$ cat src/rtl/kcfg_pkg.sv
package kcfg_pkg;
  localparam int ST_LOCK_ERR  = 0;
  localparam int ST_KICK_ERR  = 1;
  localparam int ST_OPEN_BASE = 2;

  typedef struct packed {
    logic kick;
    logic lock;
  } kcfg_err_t;
endpackage

$ cat src/rtl/kcfg_lock_slot.sv
module kcfg_lock_slot #(
  parameter int          DATA_W     = 32,
  parameter logic [DATA_W-1:0] KEY  = '1,
  parameter bit          AUTO       = 1'b0,
  parameter int          RELOCK_WIN = 4
) (
  input  logic              clk,
  input  logic              rst,
  input  logic              key_wr,
  input  logic [DATA_W-1:0] key_val,
  output logic              open
);
  generate
    if (AUTO) begin : g_auto
      localparam int CNT_W = $clog2(RELOCK_WIN + 1);
      logic [CNT_W-1:0] win_cnt;
      always_ff @(posedge clk) begin
        if (rst)                           win_cnt <= '0;
        else if (key_wr && key_val == KEY) win_cnt <= CNT_W'(RELOCK_WIN);
        else if (key_wr)                   win_cnt <= '0;
        else if (win_cnt != '0)            win_cnt <= win_cnt - 1'b1;
      end
      assign open = (win_cnt != '0);
    end else begin : g_hold
      logic open_q;
      always_ff @(posedge clk) begin
        if (rst)         open_q <= 1'b0;
        else if (key_wr) open_q <= (key_val == KEY);
      end
      assign open = open_q;
    end
  endgenerate
endmodule

$ cat src/rtl/kcfg_kick_gate.sv
module kcfg_kick_gate #(
  parameter int                DATA_W = 32,
  parameter logic [DATA_W-1:0] KEY0   = '1,
  parameter logic [DATA_W-1:0] KEY1   = '1
) (
  input  logic              clk,
  input  logic              rst,
  input  logic              wr0,
  input  logic              wr1,
  input  logic [DATA_W-1:0] wdata,
  output logic              open
);
  logic [DATA_W-1:0] kick0_q, kick1_q;

  always_ff @(posedge clk) begin
    if (rst) begin
      kick0_q <= '0;
      kick1_q <= '0;
    end else begin
      if (wr0) kick0_q <= wdata;
      if (wr1) kick1_q <= wdata;
    end
  end

  assign open = (kick0_q == KEY0) && (kick1_q == KEY1);
endmodule

$ cat src/rtl/kcfg_reg_file.sv
module kcfg_reg_file #(
  parameter int                DATA_W  = 32,
  parameter int                NUM_CFG = 8,
  parameter int                WO_REG  = 7,
  parameter logic [DATA_W-1:0] WO_BITS = '0,
  localparam int               IDX_W   = (NUM_CFG > 1) ? $clog2(NUM_CFG) : 1
) (
  input  logic                      clk,
  input  logic                      rst,
  input  logic                      we,
  input  logic [IDX_W-1:0]          widx,
  input  logic [DATA_W-1:0]         wdata,
  input  logic [IDX_W-1:0]          ridx,
  output logic [DATA_W-1:0]         rdata,
  output logic [NUM_CFG*DATA_W-1:0] flat
);
  logic [DATA_W-1:0] words [NUM_CFG];

  for (genvar i = 0; i < NUM_CFG; i++) begin : g_word
    localparam logic [DATA_W-1:0] STICKY = (i == WO_REG) ? WO_BITS : '0;
    always_ff @(posedge clk) begin
      if (rst)
        words[i] <= '0;
      else if (we && widx == IDX_W'(i))
        words[i] <= (wdata & ~STICKY) | ((wdata | words[i]) & STICKY);
    end
    assign flat[i*DATA_W +: DATA_W] = words[i];
  end

  always_comb begin
    rdata = '0;
    for (int i = 0; i < NUM_CFG; i++)
      if (ridx == IDX_W'(i)) rdata = words[i];
  end
endmodule

$ cat src/rtl/kcfg_bank.sv
module kcfg_bank #(
  parameter int  DATA_W     = 32,
  parameter int  ADDR_W     = 4,
  parameter int  NUM_CFG    = 8,
  parameter int  NUM_LOCKS  = 4,
  parameter int  RELOCK_WIN = 4,
  parameter logic [NUM_LOCKS*8-1:0]      LOCK_TGT  = {8'd3, 8'd2, 8'd1, 8'd0},
  parameter logic [NUM_LOCKS*DATA_W-1:0] LOCK_KEYS = {32'hD00D_0003, 32'hCAFE_0002,
                                                      32'hBEEF_0001, 32'h5EED_0000},
  parameter logic [NUM_LOCKS-1:0]        AUTO_MASK = 4'b0011,
  parameter logic [NUM_CFG-1:0]          KICK_MASK = 8'h30,
  parameter logic [DATA_W-1:0]           KICK_KEY0 = 32'h83E7_0B13,
  parameter logic [DATA_W-1:0]           KICK_KEY1 = 32'h95A4_F1E0,
  parameter int                          WO_REG    = 7,
  parameter logic [DATA_W-1:0]           WO_BITS   = 32'h0000_00FF
) (
  input  logic                      clk,
  input  logic                      rst,
  input  logic                      wr_en,
  input  logic                      rd_en,
  input  logic [ADDR_W-1:0]         addr,
  input  logic [DATA_W-1:0]         wdata,
  output logic                      rd_valid,
  output logic [DATA_W-1:0]         rd_data,
  output logic [NUM_CFG*DATA_W-1:0] cfg_q
);
  import kcfg_pkg::*;

  localparam int IDX_W      = (NUM_CFG > 1) ? $clog2(NUM_CFG) : 1;
  localparam int LOCK_BASE  = NUM_CFG;
  localparam int KICK0_ADDR = NUM_CFG + NUM_LOCKS;
  localparam int KICK1_ADDR = KICK0_ADDR + 1;
  localparam int STAT_ADDR  = KICK0_ADDR + 2;

  logic [NUM_LOCKS-1:0] slot_open;
  logic                 kick_open;
  kcfg_err_t            err_q;

  logic             is_cfg;
  logic [IDX_W-1:0] cfg_idx;
  logic             lock_block, kick_block, cfg_we;
  logic [DATA_W-1:0] rf_rdata, stat_word;

  assign is_cfg  = (addr < ADDR_W'(NUM_CFG));
  assign cfg_idx = addr[IDX_W-1:0];

  for (genvar i = 0; i < NUM_LOCKS; i++) begin : g_slot
    kcfg_lock_slot #(
      .DATA_W    (DATA_W),
      .KEY       (LOCK_KEYS[i*DATA_W +: DATA_W]),
      .AUTO      (AUTO_MASK[i]),
      .RELOCK_WIN(RELOCK_WIN)
    ) slot_i (
      .clk    (clk),
      .rst    (rst),
      .key_wr (wr_en && addr == ADDR_W'(LOCK_BASE + i)),
      .key_val(wdata),
      .open   (slot_open[i])
    );
  end

  kcfg_kick_gate #(
    .DATA_W(DATA_W),
    .KEY0  (KICK_KEY0),
    .KEY1  (KICK_KEY1)
  ) kick_i (
    .clk  (clk),
    .rst  (rst),
    .wr0  (wr_en && addr == ADDR_W'(KICK0_ADDR)),
    .wr1  (wr_en && addr == ADDR_W'(KICK1_ADDR)),
    .wdata(wdata),
    .open (kick_open)
  );

  always_comb begin
    lock_block = 1'b0;
    for (int i = 0; i < NUM_LOCKS; i++)
      if (is_cfg && cfg_idx == IDX_W'(LOCK_TGT[i*8 +: 8]) && !slot_open[i])
        lock_block = 1'b1;
    kick_block = is_cfg && KICK_MASK[cfg_idx] && !kick_open;
    cfg_we     = wr_en && is_cfg && !lock_block && !kick_block;
  end

  kcfg_reg_file #(
    .DATA_W (DATA_W),
    .NUM_CFG(NUM_CFG),
    .WO_REG (WO_REG),
    .WO_BITS(WO_BITS)
  ) rf_i (
    .clk  (clk),
    .rst  (rst),
    .we   (cfg_we),
    .widx (cfg_idx),
    .wdata(wdata),
    .ridx (cfg_idx),
    .rdata(rf_rdata),
    .flat (cfg_q)
  );

  always_ff @(posedge clk) begin
    if (rst) begin
      err_q <= '0;
    end else begin
      if (wr_en && addr == ADDR_W'(STAT_ADDR)) begin
        err_q.lock <= (err_q.lock && !wdata[ST_LOCK_ERR]) || (wr_en && is_cfg && lock_block);
        err_q.kick <= (err_q.kick && !wdata[ST_KICK_ERR]) || (wr_en && is_cfg && kick_block);
      end else begin
        if (wr_en && is_cfg && lock_block) err_q.lock <= 1'b1;
        if (wr_en && is_cfg && kick_block) err_q.kick <= 1'b1;
      end
    end
  end

  always_comb begin
    stat_word                              = '0;
    stat_word[ST_LOCK_ERR]                 = err_q.lock;
    stat_word[ST_KICK_ERR]                 = err_q.kick;
    stat_word[ST_OPEN_BASE +: NUM_LOCKS]   = slot_open;
    stat_word[ST_OPEN_BASE + NUM_LOCKS]    = kick_open;
  end

  always_ff @(posedge clk) begin
    if (rst) begin
      rd_valid <= 1'b0;
      rd_data  <= '0;
    end else begin
      rd_valid <= rd_en;
      if (rd_en) begin
        if (is_cfg)                           rd_data <= rf_rdata;
        else if (addr == ADDR_W'(STAT_ADDR))  rd_data <= stat_word;
        else                                  rd_data <= '0;
      end
    end
  end
endmodule

$ cat config.mk
export PLATFORM = sky130hd
export DESIGN_NAME = kcfg_bank
export DESIGN_NICKNAME = d
export VERILOG_FILES = /design/src/rtl/kcfg_pkg.sv /design/src/rtl/kcfg_lock_slot.sv /design/src/rtl/kcfg_kick_gate.sv /design/src/rtl/kcfg_reg_file.sv /design/src/rtl/kcfg_bank.sv
export SDC_FILE = /design/constraint.sdc
export NUM_CORES = 1
export LEC_CHECK = 0
export CAP_MARGIN = 15
export CELL_PAD_IN_SITES_DETAIL_PLACEMENT = 2
export CELL_PAD_IN_SITES_GLOBAL_PLACEMENT = 2
export CORE_ASPECT_RATIO = 0.6
export CORE_MARGIN = 1.5
export CORE_UTILIZATION = 33
export DETAILED_ROUTE_END_ITERATION = 7
export HOLD_SLACK_MARGIN = 0.1
export PLACE_DENSITY_LB_ADDON = 0.3
export SYNTH_ARGS = -nofsm -noshare
export SYNTH_HDL_FRONTEND = slang
export SYNTH_SLANG_ARGS = --single-unit
$ cat constraint.sdc
create_clock -name clk -period 5.1 [get_ports clk]
set_input_delay 0.51 -clock clk [delete_from_list [all_inputs] [get_ports clk]]
set_output_delay 0.51 -clock clk [all_outputs]
set_load 0.02 [all_outputs]
==> results.txt <==
- In this run the most critical hold path is launched from rst.
- During I/O placement, the number of pins put on the boundary was 329.
* Clock skew: 0.0245 ns
- Tightest Pin Transition: 1.27 ns
* Clock network power share: 39.0%
- Entering global routing, the biggest net connects 80 pins.
- Endpoint, Worst Hold: kick_i.kick1_q[0]
- Synthesis produced a netlist with a net count of roughly 1400.
- The worst register-to-register path has a setup slack of 1.97 ns.
* # fillers: between 4000 and 5000
- Seq/Total Area, Yosys: between 60% and 70%
* Die span in y: about 170 µm
* Arrival time of data at the critical path endpoint: 3.30 ns
* Synthesis Warnings: 0
- The worst register-to-register path ends at rf_i.words[5][6].
- The internal portion of the total power is 5180 µW.
* DRC: 0
* Post-detail-place hpwl: 46.0 mm
* Net switching fraction of the power: between 20% and 30%
- Synthesis produced a netlist whose cell count is 1333.
- Most frequently used flop master after synthesis: sky130_fd_sc_hd__edfxtp_1
- For the worst-skew pair, the clock arrives at the later sink with an insertion delay of 0.55 ns.
- Layout Area Growth over Synthesis: 32.7%
* Vias after detailed routing: 13100
- Part of the cycle the worst path needs: between 60% and 70%
- The pre-antenna-repair detailed-routing pass consisted of 5 iterations.
- Setup repair bufs after CTS: 0
- Register-to-Register Path Depth: 5
* Clock tree from TritonCTS: yes
- For this design the total switching power over the nets is ~1900 µW.
- CTS saw 363 sinks.
- First-pass GRT wire length: approximately 100 mm
- Startpoint type of the worst setup path: register
- The worst hold path was traced through 2 stages.
- The number of pins with negative max-slew slack in the final report is 0.
* Count of flip-flops with a built-in enable after synthesis: 256
* Number of buffers inserted for hold repair after clock tree synthesis: 0
- After routing, the total negative slack on setup checks comes to 0 ns.
* Total GRT Usage: 27.5%
- After synthesis, the netlist uses 57 different library cells.
- The floorplan has 61 rows.
* Source of the worst register-to-register timing path: kick_i.kick1_q[5]
* Maximum level of the CTS H-tree: 2
- Die Area: 48900 µm²
- Hold WS: 0.279 ns
- Headroom to the max-slew limit came out at 14.3%.
- Summed over all layers, the global routing overflow is 0.
* Timing-limited maximum frequency: 0.320 GHz
- At the end of routability-driven placement, the weighted congestion stood at about 0.9.
- The initial antenna violation count is 1.
- Share of power burned in registers: 47.9%
- For this run, the share of the core covered by cells in the final layout is 44.6%.
- After detailed routing, the total wire length is 68.2 mm.
* Commonest non-fill, non-tap cells in the layout: sky130_fd_sc_hd__clkdlybuf4s50_1, sky130_fd_sc_hd__edfxtp_1, sky130_fd_sc_hd__nor2_1
- CP endpoint kind: register
- Comb power frac: 13.1%
- Number of global-route vias before repair: 13800
- In this run, CTS created clock tree buffers numbering 38.
- Setup violations remaining at the end of the flow were counted as 0.
- Core box area: 46600 µm²
- Wire length per cell after detailed routing: 29.9 µm
- Setup repair after global routing left no endpoint under its margin.
* Per-instance average area after synthesis: 11.8 µm²
- The clock passes through at most 3 buffers.
- Initial drt markers: 1194
- Req. time, crit path: 5.28 ns
- Cells with a size suffix above 1 make up 13.7% of the layout.
- Final net count: 1665
- Synthesis inferred 363 register bits.
* Crit Path Max Fanout: 25
* Run status: finished clean
- Chip width: 284 µm
* Total standard cell area after synthesis: 15700 µm²
- In this run the remaining antenna-violating nets after routing total 0.
* Initial core utilization: 33.6%
- In this run, post-CTS repair resized a total of 0 instances.
* VDD IR max: 0.196 mV
- The clock period could shrink to 3.13 ns.
- Max-cap violations in this run came to 0.
* Classification of the worst-slack hold path: input pin to register
- Clock transition at the register clock pins on the worst setup and hold paths after CTS: 0.06 ns
- Async SR Flop Fraction: 0%
- The worst setup path is of the register to register kind.
* Number of buffer cells added on primary ports: 328
* Final hold vios: 0
- After detailed routing, the number of vias per cell comes to 5.73.
- CTS root buffer: sky130_fd_sc_hd__clkbuf_16
* Reported leakage power: between 0.006 and 0.007 µW
- Dividing total power by cell area gives a power density of approximately 340 nW/µm².
* Leading cell type in the layout, fill and taps excluded: sky130_fd_sc_hd__clkdlybuf4s50_1
-- cell usage after synthesis, types with 8 or more instances --
cell type	number	share of area, %
sky130_fd_sc_hd__a21oi_1	98	3.1
sky130_fd_sc_hd__and4b_1	10	0.64
sky130_fd_sc_hd__buf_2	13	0.41
sky130_fd_sc_hd__clkbuf_1	85	2.0
sky130_fd_sc_hd__dfxtp_1	107	14
sky130_fd_sc_hd__edfxtp_1	256	49
sky130_fd_sc_hd__inv_1	10	0.24
sky130_fd_sc_hd__mux2_2	32	2.3
sky130_fd_sc_hd__mux4_2	31	4.5
sky130_fd_sc_hd__nand2_1	193	4.6
sky130_fd_sc_hd__nand2b_1	8	0.32
sky130_fd_sc_hd__nand4_1	11	0.44
sky130_fd_sc_hd__nor2_1	200	4.8
sky130_fd_sc_hd__nor2b_1	11	0.44
sky130_fd_sc_hd__nor4_1	40	1.6
sky130_fd_sc_hd__nor4_2	29	2.3
sky130_fd_sc_hd__o21a_1	8	0.38
sky130_fd_sc_hd__o21ai_0	54	1.7
sky130_fd_sc_hd__o221a_2	22	1.6
sky130_fd_sc_hd__o22ai_1	14	0.56
-- stage by stage --
stage,setup WS (ns),std cells,total power [µW],instance area [µm²]
global placement,1.68,2206,4320,19500
CTS,1.99,2274,7080,20700
detailed placement,1.54,2206,4350,19500
floorplan,0.682,1333,3870,15700
global route,1.90,2279,7270,20800
finish,1.97,2279,7060,20800
-- critical path: stages (launching register included) --
cell and delay (ns):
sky130_fd_sc_hd__dfxtp_1 0.34, sky130_fd_sc_hd__nor4bb_1 0.49, sky130_fd_sc_hd__nand4_1 0.27, sky130_fd_sc_hd__or4_4 0.62, sky130_fd_sc_hd__o31ai_4 0.48, sky130_fd_sc_hd__buf_4 0.53
-- kinds of logic after synthesis --
logic type | count (synthesis) | synth area share (%)
muxes | 70 | 7.19
DFF | 363 | 62.7
adders and majority gates | 5 | 0.399
buffers and inverters | 120 | 3.17
AOI/OAI and AO/OA | 224 | 8.87
xor gates and xnor gates | 2 | 0.112
and+or+nand+nor | 549 | 17.6
-- power by group through the flow --
stage,Sequential (µW),Clock (µW),Combinational (µW)
floorplan,3520,0,348
global placement,3440,0,878
detailed placement,3440,0,911
CTS,3380,2780,921
global route,3390,2910,975
finish,3380,2750,929
-- layer usage --
metal	part of all wire (%)	vias to the layer above	GRT usage [%]
met3	6.9	85	4.79
met2	49	561	46.2
met4	1.9	0	6.45
li1	-	5482	-
met1	43	6941	37.3
met5	0	-	0
-- layout make-up --
type                            count  area (µm²)  area share [%]
Multi-Input combinational cell    850        5440            26.1
Timing Repair Buffer              355        3530            17.0
Antenna cell                        1        2.50          0.0120
Tap cell                          630         788            3.79
Clock inverter                      9         101           0.487
Sequential cell                   363        9830            47.2
Inverter                           12        45.0           0.216
Clock buffer                       59        1080            5.17
-- worst max path at each step --
stage,depth (start not counted),from,slack [ns],endpoint
global route,5,kick_i.kick1_q[5],1.90,rf_i.words[5][6]
floorplan,6,kick_i.kick1_q[10],0.68,rf_i.words[5][0]
finish,5,kick_i.kick1_q[5],1.97,rf_i.words[5][6]
global placement,4,addr[3],1.68,rf_i.words[3][12]
detailed placement,4,addr[3],1.54,rf_i.words[3][6]
CTS,4,addr[3],1.99,rf_i.words[3][0]
-- registers in the layout, indices dropped and copies added, names as in the netlist --
register / count
err_q: 2
g_slot.slot_i.g_auto.win_cnt: 6
g_slot.slot_i.open: 2
kick_i.kick0_q: 32
kick_i.kick1_q: 32
rd_data: 32
rd_valid: 1
rf_i.words: 256
No activity file was read; power rests on OpenSTA's default activity.
